File: config.mk
export PLATFORM = sky130hd
export DESIGN_NAME = spi_eeprom_bridge
export DESIGN_NICKNAME = d
export VERILOG_FILES = /design/src/rtl/spi_eeprom_bridge.sv
export SDC_FILE = /design/constraint.sdc
export NUM_CORES = 1
export LEC_CHECK = 0
export BUFFER_PORTS_ARGS = -buffer_cell sky130_fd_sc_hd__buf_4
export CAP_MARGIN = 30
export CELL_PAD_IN_SITES_DETAIL_PLACEMENT = 1
export CELL_PAD_IN_SITES_GLOBAL_PLACEMENT = 1
export CORE_MARGIN = 3
export CORE_UTILIZATION = 30
export CTS_CLUSTER_DIAMETER = 150
export DETAILED_ROUTE_END_ITERATION = 8
export GPL_TIMING_DRIVEN = 0
export PLACE_DENSITY = 0.59
export SLEW_MARGIN = 20
export SYNTH_ARGS = -nofsm -noshare
export SYNTH_HDL_FRONTEND = slang
export SYNTH_SLANG_ARGS = --single-unit
File: constraint.sdc
create_clock -name clk -period 2 [get_ports clk]
set_input_delay 0.3 -clock clk [delete_from_list [all_inputs] [get_ports clk]]
set_output_delay 0.3 -clock clk [all_outputs]
set_load 0.005 [all_outputs]
File: src/rtl/spi_eeprom_bridge.sv
module spi_eeprom_bridge #(
  parameter int DIV_W = 8,
  parameter int CNT_W = 4
) (
  input  logic             clk,
  input  logic             rst_n,
  input  logic             cpu_sel,
  input  logic             cpu_rd,
  input  logic             cpu_wr,
  input  logic [15:0]      cpu_addr,
  input  logic [7:0]       cpu_wdata,
  output logic [7:0]       cpu_rdata,
  output logic             cpu_ready,
  input  logic [DIV_W-1:0] cfg_div,
  input  logic             cfg_cpol,
  input  logic             cfg_cpha,
  input  logic [CNT_W-1:0] cfg_setup,
  input  logic [CNT_W-1:0] cfg_hold,
  input  logic             cfg_stat,
  output logic             spi_sck,
  output logic             spi_mosi,
  input  logic             spi_miso,
  output logic             spi_cs_n
);

  typedef enum logic [2:0] {S_IDLE, S_SETUP, S_XFER, S_HOLD, S_GAP, S_DONE, S_WAIT} st_t;
  typedef enum logic [2:0] {K_WREN, K_READ, K_WRITE, K_RDSR, K_WRSR} kind_t;

  st_t              st;
  kind_t            kind;
  logic [DIV_W-1:0] pre;
  logic [CNT_W-1:0] cnt;
  logic [1:0]       idx;
  logic [3:0]       h;
  logic [7:0]       tx, rx, res;
  logic [15:0]      a_q;
  logic [7:0]       d_q;
  logic             wr_q, stat_q, sck_q, mosi_q;
  logic [7:0]       lb;
  logic [1:0]       last;
  logic             req, run, tick;

  function automatic logic [7:0] pick(kind_t k, logic [1:0] i, logic [15:0] a, logic [7:0] d);
    case (k)
      K_WREN:         pick = 8'h06;
      K_READ, K_WRITE:
        case (i)
          2'd0:    pick = (k == K_READ) ? 8'h03 : 8'h02;
          2'd1:    pick = a[15:8];
          2'd2:    pick = a[7:0];
          default: pick = (k == K_READ) ? 8'h00 : d;
        endcase
      K_RDSR:         pick = (i == 2'd0) ? 8'h05 : 8'h00;
      K_WRSR:         pick = (i == 2'd0) ? 8'h01 : d;
      default:        pick = 8'h00;
    endcase
  endfunction

  assign req  = cpu_sel && (cpu_rd || cpu_wr);
  assign run  = (st == S_SETUP) || (st == S_XFER) || (st == S_HOLD) || (st == S_GAP);
  assign tick = run && (pre == cfg_div);
  assign lb   = pick(kind, (st == S_XFER) ? idx + 2'd1 : 2'd0, a_q, d_q);
  assign last = (kind == K_WREN) ? 2'd0 : ((kind == K_READ || kind == K_WRITE) ? 2'd3 : 2'd1);

  assign spi_cs_n  = !((st == S_SETUP) || (st == S_XFER) || (st == S_HOLD));
  assign spi_sck   = (st == S_XFER) ? sck_q : cfg_cpol;
  assign spi_mosi  = mosi_q;
  assign cpu_ready = (st == S_DONE);

  always_ff @(posedge clk or negedge rst_n)
    if (!rst_n)     pre <= '0;
    else if (!run)  pre <= '0;
    else if (tick)  pre <= '0;
    else            pre <= pre + 1'b1;

  always_ff @(posedge clk or negedge rst_n) begin
    if (!rst_n) begin
      st <= S_IDLE; kind <= K_READ; cnt <= '0; idx <= '0; h <= '0;
      tx <= '0; rx <= '0; res <= '0; cpu_rdata <= '0;
      a_q <= '0; d_q <= '0; wr_q <= 1'b0; stat_q <= 1'b0;
      sck_q <= 1'b0; mosi_q <= 1'b0;
    end else begin
      case (st)
        S_IDLE:
          if (req) begin
            a_q <= cpu_addr; d_q <= cpu_wdata; wr_q <= cpu_wr; stat_q <= cfg_stat;
            kind <= cpu_wr ? K_WREN : (cfg_stat ? K_RDSR : K_READ);
            cnt <= '0;
            st <= S_SETUP;
          end
        S_SETUP:
          if (tick) begin
            if (cnt == cfg_setup) begin
              st <= S_XFER; idx <= '0; h <= '0; sck_q <= cfg_cpol;
              if (cfg_cpha) tx <= lb;
              else begin mosi_q <= lb[7]; tx <= {lb[6:0], 1'b0}; end
            end else cnt <= cnt + 1'b1;
          end
        S_XFER:
          if (tick) begin
            sck_q <= ~sck_q;
            h <= h + 4'd1;
            if (h[0] == cfg_cpha) rx <= {rx[6:0], spi_miso};
            else if (h != 4'd15) begin mosi_q <= tx[7]; tx <= {tx[6:0], 1'b0}; end
            if (h == 4'd15) begin
              res <= cfg_cpha ? {rx[6:0], spi_miso} : rx;
              if (idx == last) begin
                st <= S_HOLD; cnt <= '0;
              end else begin
                idx <= idx + 2'd1;
                if (cfg_cpha) tx <= lb;
                else begin mosi_q <= lb[7]; tx <= {lb[6:0], 1'b0}; end
              end
            end
          end
        S_HOLD:
          if (tick) begin
            if (cnt == cfg_hold) begin st <= S_GAP; cnt <= '0; end
            else cnt <= cnt + 1'b1;
          end
        S_GAP:
          if (tick) begin
            if (cnt == CNT_W'(1)) begin
              cnt <= '0;
              case (kind)
                K_WREN:          begin kind <= stat_q ? K_WRSR : K_WRITE; st <= S_SETUP; end
                K_WRITE, K_WRSR: begin kind <= K_RDSR; st <= S_SETUP; end
                K_RDSR:
                  if (wr_q && res[0]) st <= S_SETUP;
                  else begin
                    st <= S_DONE;
                    if (!wr_q) cpu_rdata <= res;
                  end
                default:         begin cpu_rdata <= res; st <= S_DONE; end
              endcase
            end else cnt <= cnt + 1'b1;
          end
        S_DONE: st <= S_WAIT;
        S_WAIT: if (!req) st <= S_IDLE;
        default: st <= S_IDLE;
      endcase
    end
  end


  ready_pulse_chk: assert property (@(posedge clk) disable iff (!rst_n)
    cpu_ready |=> !cpu_ready);


  ready_req_chk: assert property (@(posedge clk) disable iff (!rst_n)
    cpu_ready |-> req);


  ready_idle_bus_chk: assert property (@(posedge clk) disable iff (!rst_n)
    cpu_ready |-> spi_cs_n);


  cs_fall_rest_chk: assert property (@(posedge clk) disable iff (!rst_n)
    $fell(spi_cs_n) |-> (spi_sck == cfg_cpol));


  sck_in_frame_chk: assert property (@(posedge clk) disable iff (!rst_n)
    (!$stable(spi_sck) && $stable(cfg_cpol)) |-> !spi_cs_n);


  cs_gap_chk: assert property (@(posedge clk) disable iff (!rst_n)
    $rose(spi_cs_n) |=> spi_cs_n);

endmodule

### Word-level counts from Yosys, hierarchy flattened

Cells that the tools add are included.

* input port bits: 49
* bits in registers: 84
* word-level logic and storage cells: 169

* eq/ne operators: 37
* add/sub/neg operators: 4
* reduce and logical (&&, ||, !) cells: 28
* bitwise logic cells: 2
* muxes and demuxes: 82

Operators with widths (count)
* $mux 8: 15
* $mux 4: 13
* $mux 3: 17
* $pmux 8 s2: 2
* $pmux 8 s4: 1
* $pmux 8 s3: 1
* $ne 2x2->1 const B: 11
* $pmux 3 s7: 1
* $mux 2: 10
* $pmux 4 s5: 1
* $pmux 3 s2: 3
* $mux 1: 14
* $eq 3x2->1 const B: 4
* $eq 3x3->1 const B: 4
* $reduce_and 6->1: 2
* $reduce_and 11->1: 1
* $ne 2x1->1 const B: 5
* $reduce_and 5->1: 2
* $reduce_and 9->1: 1
* $add 4x1->4 const B: 2
* $add 8x1->8 const B: 1
* $eq 4x4->1: 2
* $eq 8x8->1: 1
* $pmux 4 s2: 1
* 25 further kinds: 38

### Longest topological paths before layout

Gate-level depths: netlist of run 1.

* word-level depth: 10
* depth in mapped cells: 8
* depth with buffers taken out: 8

### Least setup slack after synthesis of run 1

Ideal clock, no wire load.

* kind: flip-flop to flip-flop
* start: reg pre[5]
* end: reg cnt[0]
* data arrival time: 2074 ps
* setup slack: -200 ps
* cell stages (with the launch flop): 7
* required time: 1875 ps
* cells stage by stage: dfrtp_1 > xor2_1 > nor4_4 > nand2_4 > maj3_2 > or3_4 > mux2_4

* cells in the longest elaborated chain, start to end: 4

Ends and longest elaborated chain
* start: declaration: line 31 `logic [DIV_W-1:0] pre;`
* start signal: assignment: line 74 `else pre <= pre + 1'b1;`
* $eq 8x8->1 *: line 61 `assign tick = run && (pre == cfg_div);`
* $logic_and 1x1->1 *: line 61
* $ne 2x2->1 (no source line)
* $reduce_and 9->1 (no source line) *
* end signal: assignment: line 97 `end else cnt <= cnt + 1'b1;`
* end signal: assignment: line 119 `else cnt <= cnt + 1'b1;`
* end signal: assignment: line 136 `end else cnt <= cnt + 1'b1;`
* end: declaration: line 32 `logic [CNT_W-1:0] cnt;`

Every way passes the cells marked *; elsewhere a longest branch is shown, timed or not.
A chain may end at the register's enable or synchronous reset.

### Final worst setup path of run 1

* start: reg pre[1]
* end: reg cnt[0]

The elaborated chain is that of the path after synthesis.

==> impl_summary.log, run 1 <==
INFO  metric floorplan.io_pins = 61
INFO  metric seq_area_frac_synth = 0.454
INFO  metric syn-num-nets = 493
INFO  metric post_drt_via_cell_ratio = 5.18
INFO  metric final-max-slew-violation-count = 0
INFO  metric failed_checks = negative setup slack
INFO  metric core_region_area = 14800 um^2
INFO  metric timing.max_cap.violations = 0
INFO  metric mappedNetlistArea = 4630 um^2
INFO  metric drive_gt1_frac = 0.505
INFO  metric clock_tree.root_cell = clkbuf_16
INFO  metric fin_worst_hold_slack = 182 ps
INFO  metric synth_top_flop_cell = dfrtp_1
INFO  metric slowest_stage = dfrtp_1
INFO  metric detailedRoute.firstIterationViolations = 158
INFO  metric fmax = 451 MHz
INFO  metric multi_input_area = 2950 um^2
INFO  metric final_cell_count_no_fill = 748
INFO  metric power = 8.03 mW
INFO  metric cp_num_buf_inv = 1
INFO  metric leakagePower = 2.92 nW
INFO  metric max_slew.worst_pin.slew = 753 ps
INFO  metric grt_antenna_before_repair = 0
INFO  metric syn_avg_cell_area = 10.5 um^2
INFO  metric htree_num_levels = 3
INFO  metric drtPass1Iterations = 4
INFO  metric grt_pass1_wl = 21300 um
INFO  metric route.final.wire_length = 13300 um
INFO  metric initial_core_util = 0.313
INFO  metric hold_viol_final = 0
INFO  metric clk-insertion-delay-late = 350 ps
INFO  metric max-slew-margin-rel = 0.498
INFO  metric hold_path_class = input port to flip-flop
INFO  metric register_bit_total_from_synthesis = 84
INFO  metric fill_cells = 1562
INFO  metric die_area = 17000 um^2
INFO  metric setup.worst_path.start_class = flip-flop
INFO  metric number_of_flops_mapped_to_enable_cells_by_yosys = 0
INFO  metric critical_path.max_stage_delay = 410 ps
INFO  metric detail_route.wl_per_cell = 17.8 um
INFO  metric final.setup_skew = 4.64 ps
INFO  metric cp_arrival = 2450 ps
INFO  metric crit_chain = xor2_2 -> nor4_4 -> buf_6 -> nand2_8 -> maj3_2 -> or3_4 -> mux2_4
INFO  metric timing.critical_path.fanout_max = 3
INFO  metric ys_top_cells_by_area = dfrtp_1 (45%), mux2_2 (11%), nor2_1 (3.2%)
INFO  metric port-buffer-count = 59
INFO  metric setup.worst_path.end_class = flip-flop
INFO  metric power-per-cell-area = 1200 nW/um^2
INFO  metric post-route-drc-count = 0
INFO  metric layout.core_utilization = 0.453
INFO  metric cells_after_synthesis = 440
INFO  metric placement.setup.worst_slack = -657 ps
INFO  metric ant_nets = 0
INFO  metric grt_max_degree = 50
INFO  metric area_added_between_synthesis_and_finish = 44.6%
INFO  metric clk_pin_slew = 60 ps
INFO  metric layout_min_cycle_time = 2220 ps
INFO  metric yosys_warnings = 0
INFO  metric tritoncts_clock_tree = yes
INFO  metric diodes = 0
INFO  metric clock_buffers_created_by_tritoncts = 9
INFO  metric synth_top_cell_by_area = dfrtp_1
INFO  metric rsz0062_at_grt = true
INFO  metric vdd_ir_drop_max = 0.669 mV
INFO  metric critical_path_required = 2230 ps
INFO  metric die_height = 130 um
INFO  metric async_reset_ff_frac = 1.00
INFO  metric numPlacedInstances = 685
INFO  metric status = finished, violations left
INFO  metric cts.sink_count = 84
INFO  metric placement_rows = 44
INFO  metric grt_pass1_vias = 4077
INFO  metric via_count = 3875
INFO  metric timing.final.crit_share = 1.11
INFO  metric setup_ws = -219 ps
INFO  metric setup-violations-final = 44
INFO  metric place_congestion = 0.810
INFO  metric grt_overflow = 0
INFO  metric ctsLongestPathBuffers = 2
INFO  metric finalNetCount = 612
INFO  metric worst_path_dominant_cell_family = simple AND/OR/NAND/NOR gates
INFO  metric final-seq-area = 2110 um^2
INFO  metric number_of_unique_standard_cell_types_used_by_synthesis = 68
INFO  metric die_width = 130 um
INFO  metric path_class = flip-flop to flip-flop
INFO  metric dp.final_hpwl = 9310 um
INFO  metric synth_top_area_share = 0.448
INFO  metric gr-usage-all-layers = 0.161
[cells in the final DEF (no fill, tap or decap), types with 4 or more instances in the layout]
cell type  instances
mux2_2            28
nor2_2             6
dfrtp_2            8
nand2_2            6
nor4_4             4
o21ai_1            5
a21o_1             6
mux2_4            22
nor3_4             6
buf_4             96
buf_12             4
xor2_1            12
o21ai_2            6
xnor2_1           12
a31oi_1            5
mux2i_1           13
nor2_4             4
nand3_1           12
inv_1             10
o221ai_1           4
a21oi_2            4
nand2_1           20
a22o_1             6
a21oi_1           13
clkbuf_16          9
nor2_1            31
dfrtp_1           75
o31ai_1            4
buf_6             18
o21ai_0            7
a21oi_4            4
ha_1               4
[cell families (layout without fill, tap and decap cells)]
family / Yosys count / in the layout / synth area share
mux: 63 / 63 / 0.151
simple gates: 137 / 137 / 0.163
flops: 84 / 84 / 0.454
xor+xnor: 27 / 27 / 0.0510
buf+inv: 30 / 154 / 0.0286
fa+ha+maj: 5 / 5 / 0.0132
compound gates: 94 / 94 / 0.139
[timing repair]
| item | 4_1_cts | 5_1_grt |
|---|---|---|
| setup buffers | 33 | 15 |
| pin swaps | 30 | 34 |
| hold endpoints to repair | 34 | 0 |
| cloned | 1 | 0 |
| setup endpoints to repair | 77 | 77 |
| hold buffers | 1 | 0 |
| gates resized for setup | 94 | 67 |
[Yosys cell counts (all sizes together), types with 13 or more instances]
library cell	instances
dfrtp	83
mux2	50
nor2	41
nand2	31
a21oi	21
nand3	18
o21ai	18
xor2	14
mux2i	13
xnor2	13
[state kept, by name, summed over array words and instances, names as in the netlist]
name       count
tx             8
sck_q          1
d_q            8
a_q           16
pre            8
idx            2
spi_mosi       1
st             3
cnt            4
wr_q           1
kind           3
res            8
rx             8
h              4
cpu_rdata      8
stat_q         1
[metrics by stage]
step / cell area (um^2) / setup TNS [ps]
2_1_floorplan: 4680 / -2480
5_1_grt: 6700 / -7900
3_3_place_gp: 5360 / -35880
3_5_place_dp: 5390 / -33440
4_1_cts: 6330 / -5060
6_report: 6700 / -4560
[final timing paths]
kind                                    from                  end  slack [ps]  cells after the start
min in group asynchronous              rst_n     pre[6]$_DFF_PN0_         470                      2
min                             cpu_addr[12]  a_q[12]$_DFFE_PN0P_         180                      2
max reg2reg                 pre[1]$_DFF_PN0_   cnt[0]$_DFFE_PN0P_        -220                      7
max                         pre[1]$_DFF_PN0_   cnt[0]$_DFFE_PN0P_        -220                      7
min reg2reg                sck_q$_DFFE_PN0P_    sck_q$_DFFE_PN0P_         490                      1
max in group asynchronous              rst_n   idx[1]$_DFFE_PN0P_         890                      3
[routing by layer]
metal	part of all wire	global-route usage	up-vias
met3	0.030	0.0340	13
met2	0.50	0.271	63
met1	0.46	0.211	1957
met4	0.012	0.0428	0
li1	-	-	1842
met5	0	0	-
[power by group]
| part | total, mW | switching [mW] | leakage, nW | internal (mW) |
|---|---|---|---|---|
| Sequential | 2.63 | 0.458 | 1.06 | 2.17 |
| Combinational | 3.82 | 1.92 | 1.72 | 1.90 |
| Clock | 1.57 | 0.720 | 0.134 | 0.855 |
| Total | 8.03 | 3.10 | 2.92 | 4.93 |
[cell type report]
| class | count | share of cell area |
|---|---|---|
| multi-input cells | 326 | 0.441 |
| flip-flops and latches | 84 | 0.315 |
| repair buffers | 111 | 0.139 |
| well taps | 184 | 0.0344 |
| clock buffers | 10 | 0.0342 |
| plain buffers | 17 | 0.0232 |
| clock inverters | 6 | 0.00709 |
| inverters | 10 | 0.00560 |
No activity file was read; power rests on OpenSTA's default activity.
==> run 2, diff against run 1 <==
--- a/config.mk
+++ b/config.mk
@@ -9,7 +9,7 @@
 export CAP_MARGIN = 30
 export CELL_PAD_IN_SITES_DETAIL_PLACEMENT = 1
 export CELL_PAD_IN_SITES_GLOBAL_PLACEMENT = 1
-export CORE_MARGIN = 3
+export CORE_MARGIN = 5
 export CORE_UTILIZATION = 30
 export CTS_CLUSTER_DIAMETER = 150
 export DETAILED_ROUTE_END_ITERATION = 8
==> run 2 against run 1 <==
Effect of this change:
- the flow still finishes with violations (negative setup slack)
- wire length up 6.1%
- via count up 0.54%
- first-iteration DRC count down 17%
- worst setup slack better by 26 ps
- combinational power about the same
- final cell count unchanged
- non-clock buffer count down 4
- clock power up 8%
- flip-flop and latch count unchanged
- critical path type unchanged
- largest power group unchanged
==> impl_summary.log, run 2 (synthesis gave the netlist of run 1 again) <==
INFO  metric tritoncts_clock_tree = yes
INFO  metric max_slew.worst_pin.slew = 757 ps
INFO  metric clock_tree.root_cell = clkbuf_16
INFO  metric drtPass1Iterations = 4
INFO  metric power-per-cell-area = 1210 nW/um^2
INFO  metric finalInstanceArea = 6690 um^2
INFO  metric dp.final_hpwl = 9480 um
INFO  metric grt_antenna_before_repair = 0
INFO  metric r2r_cells = 7
INFO  metric detailedRoute.firstIterationViolations = 131
INFO  metric fill_cells = 1636
INFO  metric leakagePower = 2.89 nW
INFO  metric timing.critical_path.fanout_max = 4
INFO  metric placed_area = 5390 um^2
INFO  metric gr-usage-all-layers = 0.155
INFO  metric route.final.wire_length = 14200 um
INFO  metric r2r_endpoint = cnt[1]$_DFFE_PN0P_
INFO  metric layout.cells.most_common_list = buf_4 (96), dfrtp_1 (75), nor2_1 (31)
INFO  metric cts.sink_count = 84
INFO  metric clk-insertion-delay-late = 360 ps
INFO  metric hold_path_class = input port to flip-flop
INFO  metric port-buffer-count = 59
INFO  metric post-route-drc-count = 0
INFO  metric reg2reg_from = pre[5]$_DFF_PN0_
INFO  metric status = finished, violations left
INFO  metric critical_path_required = 2240 ps
INFO  metric post_drt_via_cell_ratio = 5.21
INFO  metric die_area = 18000 um^2
INFO  metric numPlacedInstances = 688
INFO  metric power = 8.12 mW
INFO  metric final_cell_count_no_fill = 748
INFO  metric max-slew-margin-rel = 0.490
INFO  metric worstHoldEndpoint = a_q[6]$_DFFE_PN0P_
INFO  metric ant_nets = 0
INFO  metric detail_route.wl_per_cell = 18.9 um
INFO  metric setup.worst_path.end_class = flip-flop
INFO  metric multi_input_area = 2950 um^2
INFO  metric clk_pin_slew = 70 ps
INFO  metric die_width = 134 um
INFO  metric layout_min_cycle_time = 2190 ps
INFO  metric r2r_setup_slack = -190 ps
INFO  metric via_count = 3896
INFO  metric path_class = flip-flop to flip-flop
INFO  metric finalNetCount = 608
INFO  metric ctsLongestPathBuffers = 2
INFO  metric timing.final.crit_share = 1.10
INFO  metric core_region_area = 15200 um^2
INFO  metric floorplan.io_pins = 61
INFO  metric rsz0062_at_grt = true
INFO  metric setup.worst_path.start_class = flip-flop
INFO  metric placement.setup.worst_slack = -592 ps
INFO  metric clock_buffers_created_by_tritoncts = 9
INFO  metric cp_arrival = 2440 ps
INFO  metric final.setup_skew = 8.99 ps
INFO  metric fmax = 456 MHz
INFO  metric setup_ws = -193 ps
INFO  metric area_added_between_synthesis_and_finish = 44.3%
INFO  metric grt_max_degree = 54
INFO  metric hold_viol_final = 0
INFO  metric cp_num_buf_inv = 1
INFO  metric largest_reg_flops = 16
INFO  metric setup-violations-final = 46
INFO  metric drive_gt1_frac = 0.498
INFO  metric final-max-slew-violation-count = 0
INFO  metric crit_chain = xor2_2 -> nor4_4 -> buf_4 -> nand2_8 -> maj3_2 -> or3_4 -> mux2_4
INFO  metric layout_commonest_cell = buf_4
INFO  metric hold_path.startpoint = cpu_addr[6]
INFO  metric grt_pass1_wl = 21900 um
INFO  metric slowest_stage = dfrtp_1
INFO  metric place_congestion = 0.836
INFO  metric vdd_ir_drop_max = 0.546 mV
INFO  metric critical_path.max_stage_delay = 420 ps
INFO  metric placement_rows = 45
INFO  metric diodes = 0
INFO  metric worst_path_dominant_cell_family = simple AND/OR/NAND/NOR gates
INFO  metric top_register = a_q
INFO  metric grt_overflow = 0
INFO  metric initial_core_util = 0.305
INFO  metric final-seq-area = 2110 um^2
INFO  metric die_height = 134 um
INFO  metric htree_num_levels = 3
INFO  metric whs_path_depth = 2
INFO  metric path_depth = 7
INFO  metric timing.max_cap.violations = 0
INFO  metric grt_pass1_vias = 4145
INFO  metric failed_checks = negative setup slack
[run 2: cell count changes in the layout (fill, tap and decap cells not counted), moves of 3 or more]
cell     previous run  this run
o21ai_1             5         8
xor2_1             12         9
o21ai_2             6         3
buf_6              18        12
xor2_2              2         5
nand2_2             6         9
[run 2: layout make-up]
type,count,share of cell area
Clock inverter,6,0.00823
Buffer,17,0.0213
Timing Repair Buffer,107,0.136
Inverter,10,0.00561
Sequential cell,84,0.316
Tap cell,188,0.0352
Multi-Input combinational cell,326,0.442
Clock buffer,10,0.0357
[run 2: worst max path at each step]
stage                        start                 end  slack, ps
6_report          pre[5]$_DFF_PN0_  cnt[1]$_DFFE_PN0P_       -190
5_1_grt        kind[1]$_DFFE_PN0P_   tx[1]$_DFFE_PN0P_       -260
4_1_cts           pre[6]$_DFF_PN0_  cnt[1]$_DFFE_PN0P_       -240
3_5_place_dp      pre[1]$_DFF_PN0_  res[4]$_DFFE_PN0P_       -590
3_3_place_gp     st[0]$_DFFE_PN0P_   tx[4]$_DFFE_PN0P_      -1010
2_1_floorplan     pre[3]$_DFF_PN0_  cnt[0]$_DFFE_PN0P_       -190
[run 2: metrics by stage]
stage | util | TNS, ps | hold WS, ps
floorplan | - | -2480 | 4.41
finish | 0.440 | -4480 | 170
global route | 0.440 | -7370 | 167
detailed placement | 0.355 | -34600 | 286
CTS | 0.418 | -5190 | 161
global placement | 0.353 | -39700 | 466
[run 2: what timing repair did]
item | in CTS | in global routing
setup buffers | 35 | 10
endpoints found under the setup margin | 77 | 72
pin swaps | 28 | 34
resized for setup | 87 | 64
hold buffers | 1 | 0
endpoints found under the hold margin | 30 | 0
gates cloned | 0 | 1
[run 2: layer usage]
| metal | track usage | wire (um) | share of wire |
|---|---|---|---|
| met1 | 0.198 | 6390 | 0.45 |
| met2 | 0.258 | 7070 | 0.50 |
| met3 | 0.0285 | 435 | 0.031 |
| met4 | 0.0639 | 272 | 0.019 |
| met5 | 0 | 0 | 0 |
[run 2: power by group]
group	internal (mW)	switching [mW]	total [mW]
Combinational	1.88	1.94	3.83
Sequential	2.17	0.437	2.61
Clock	0.900	0.789	1.69
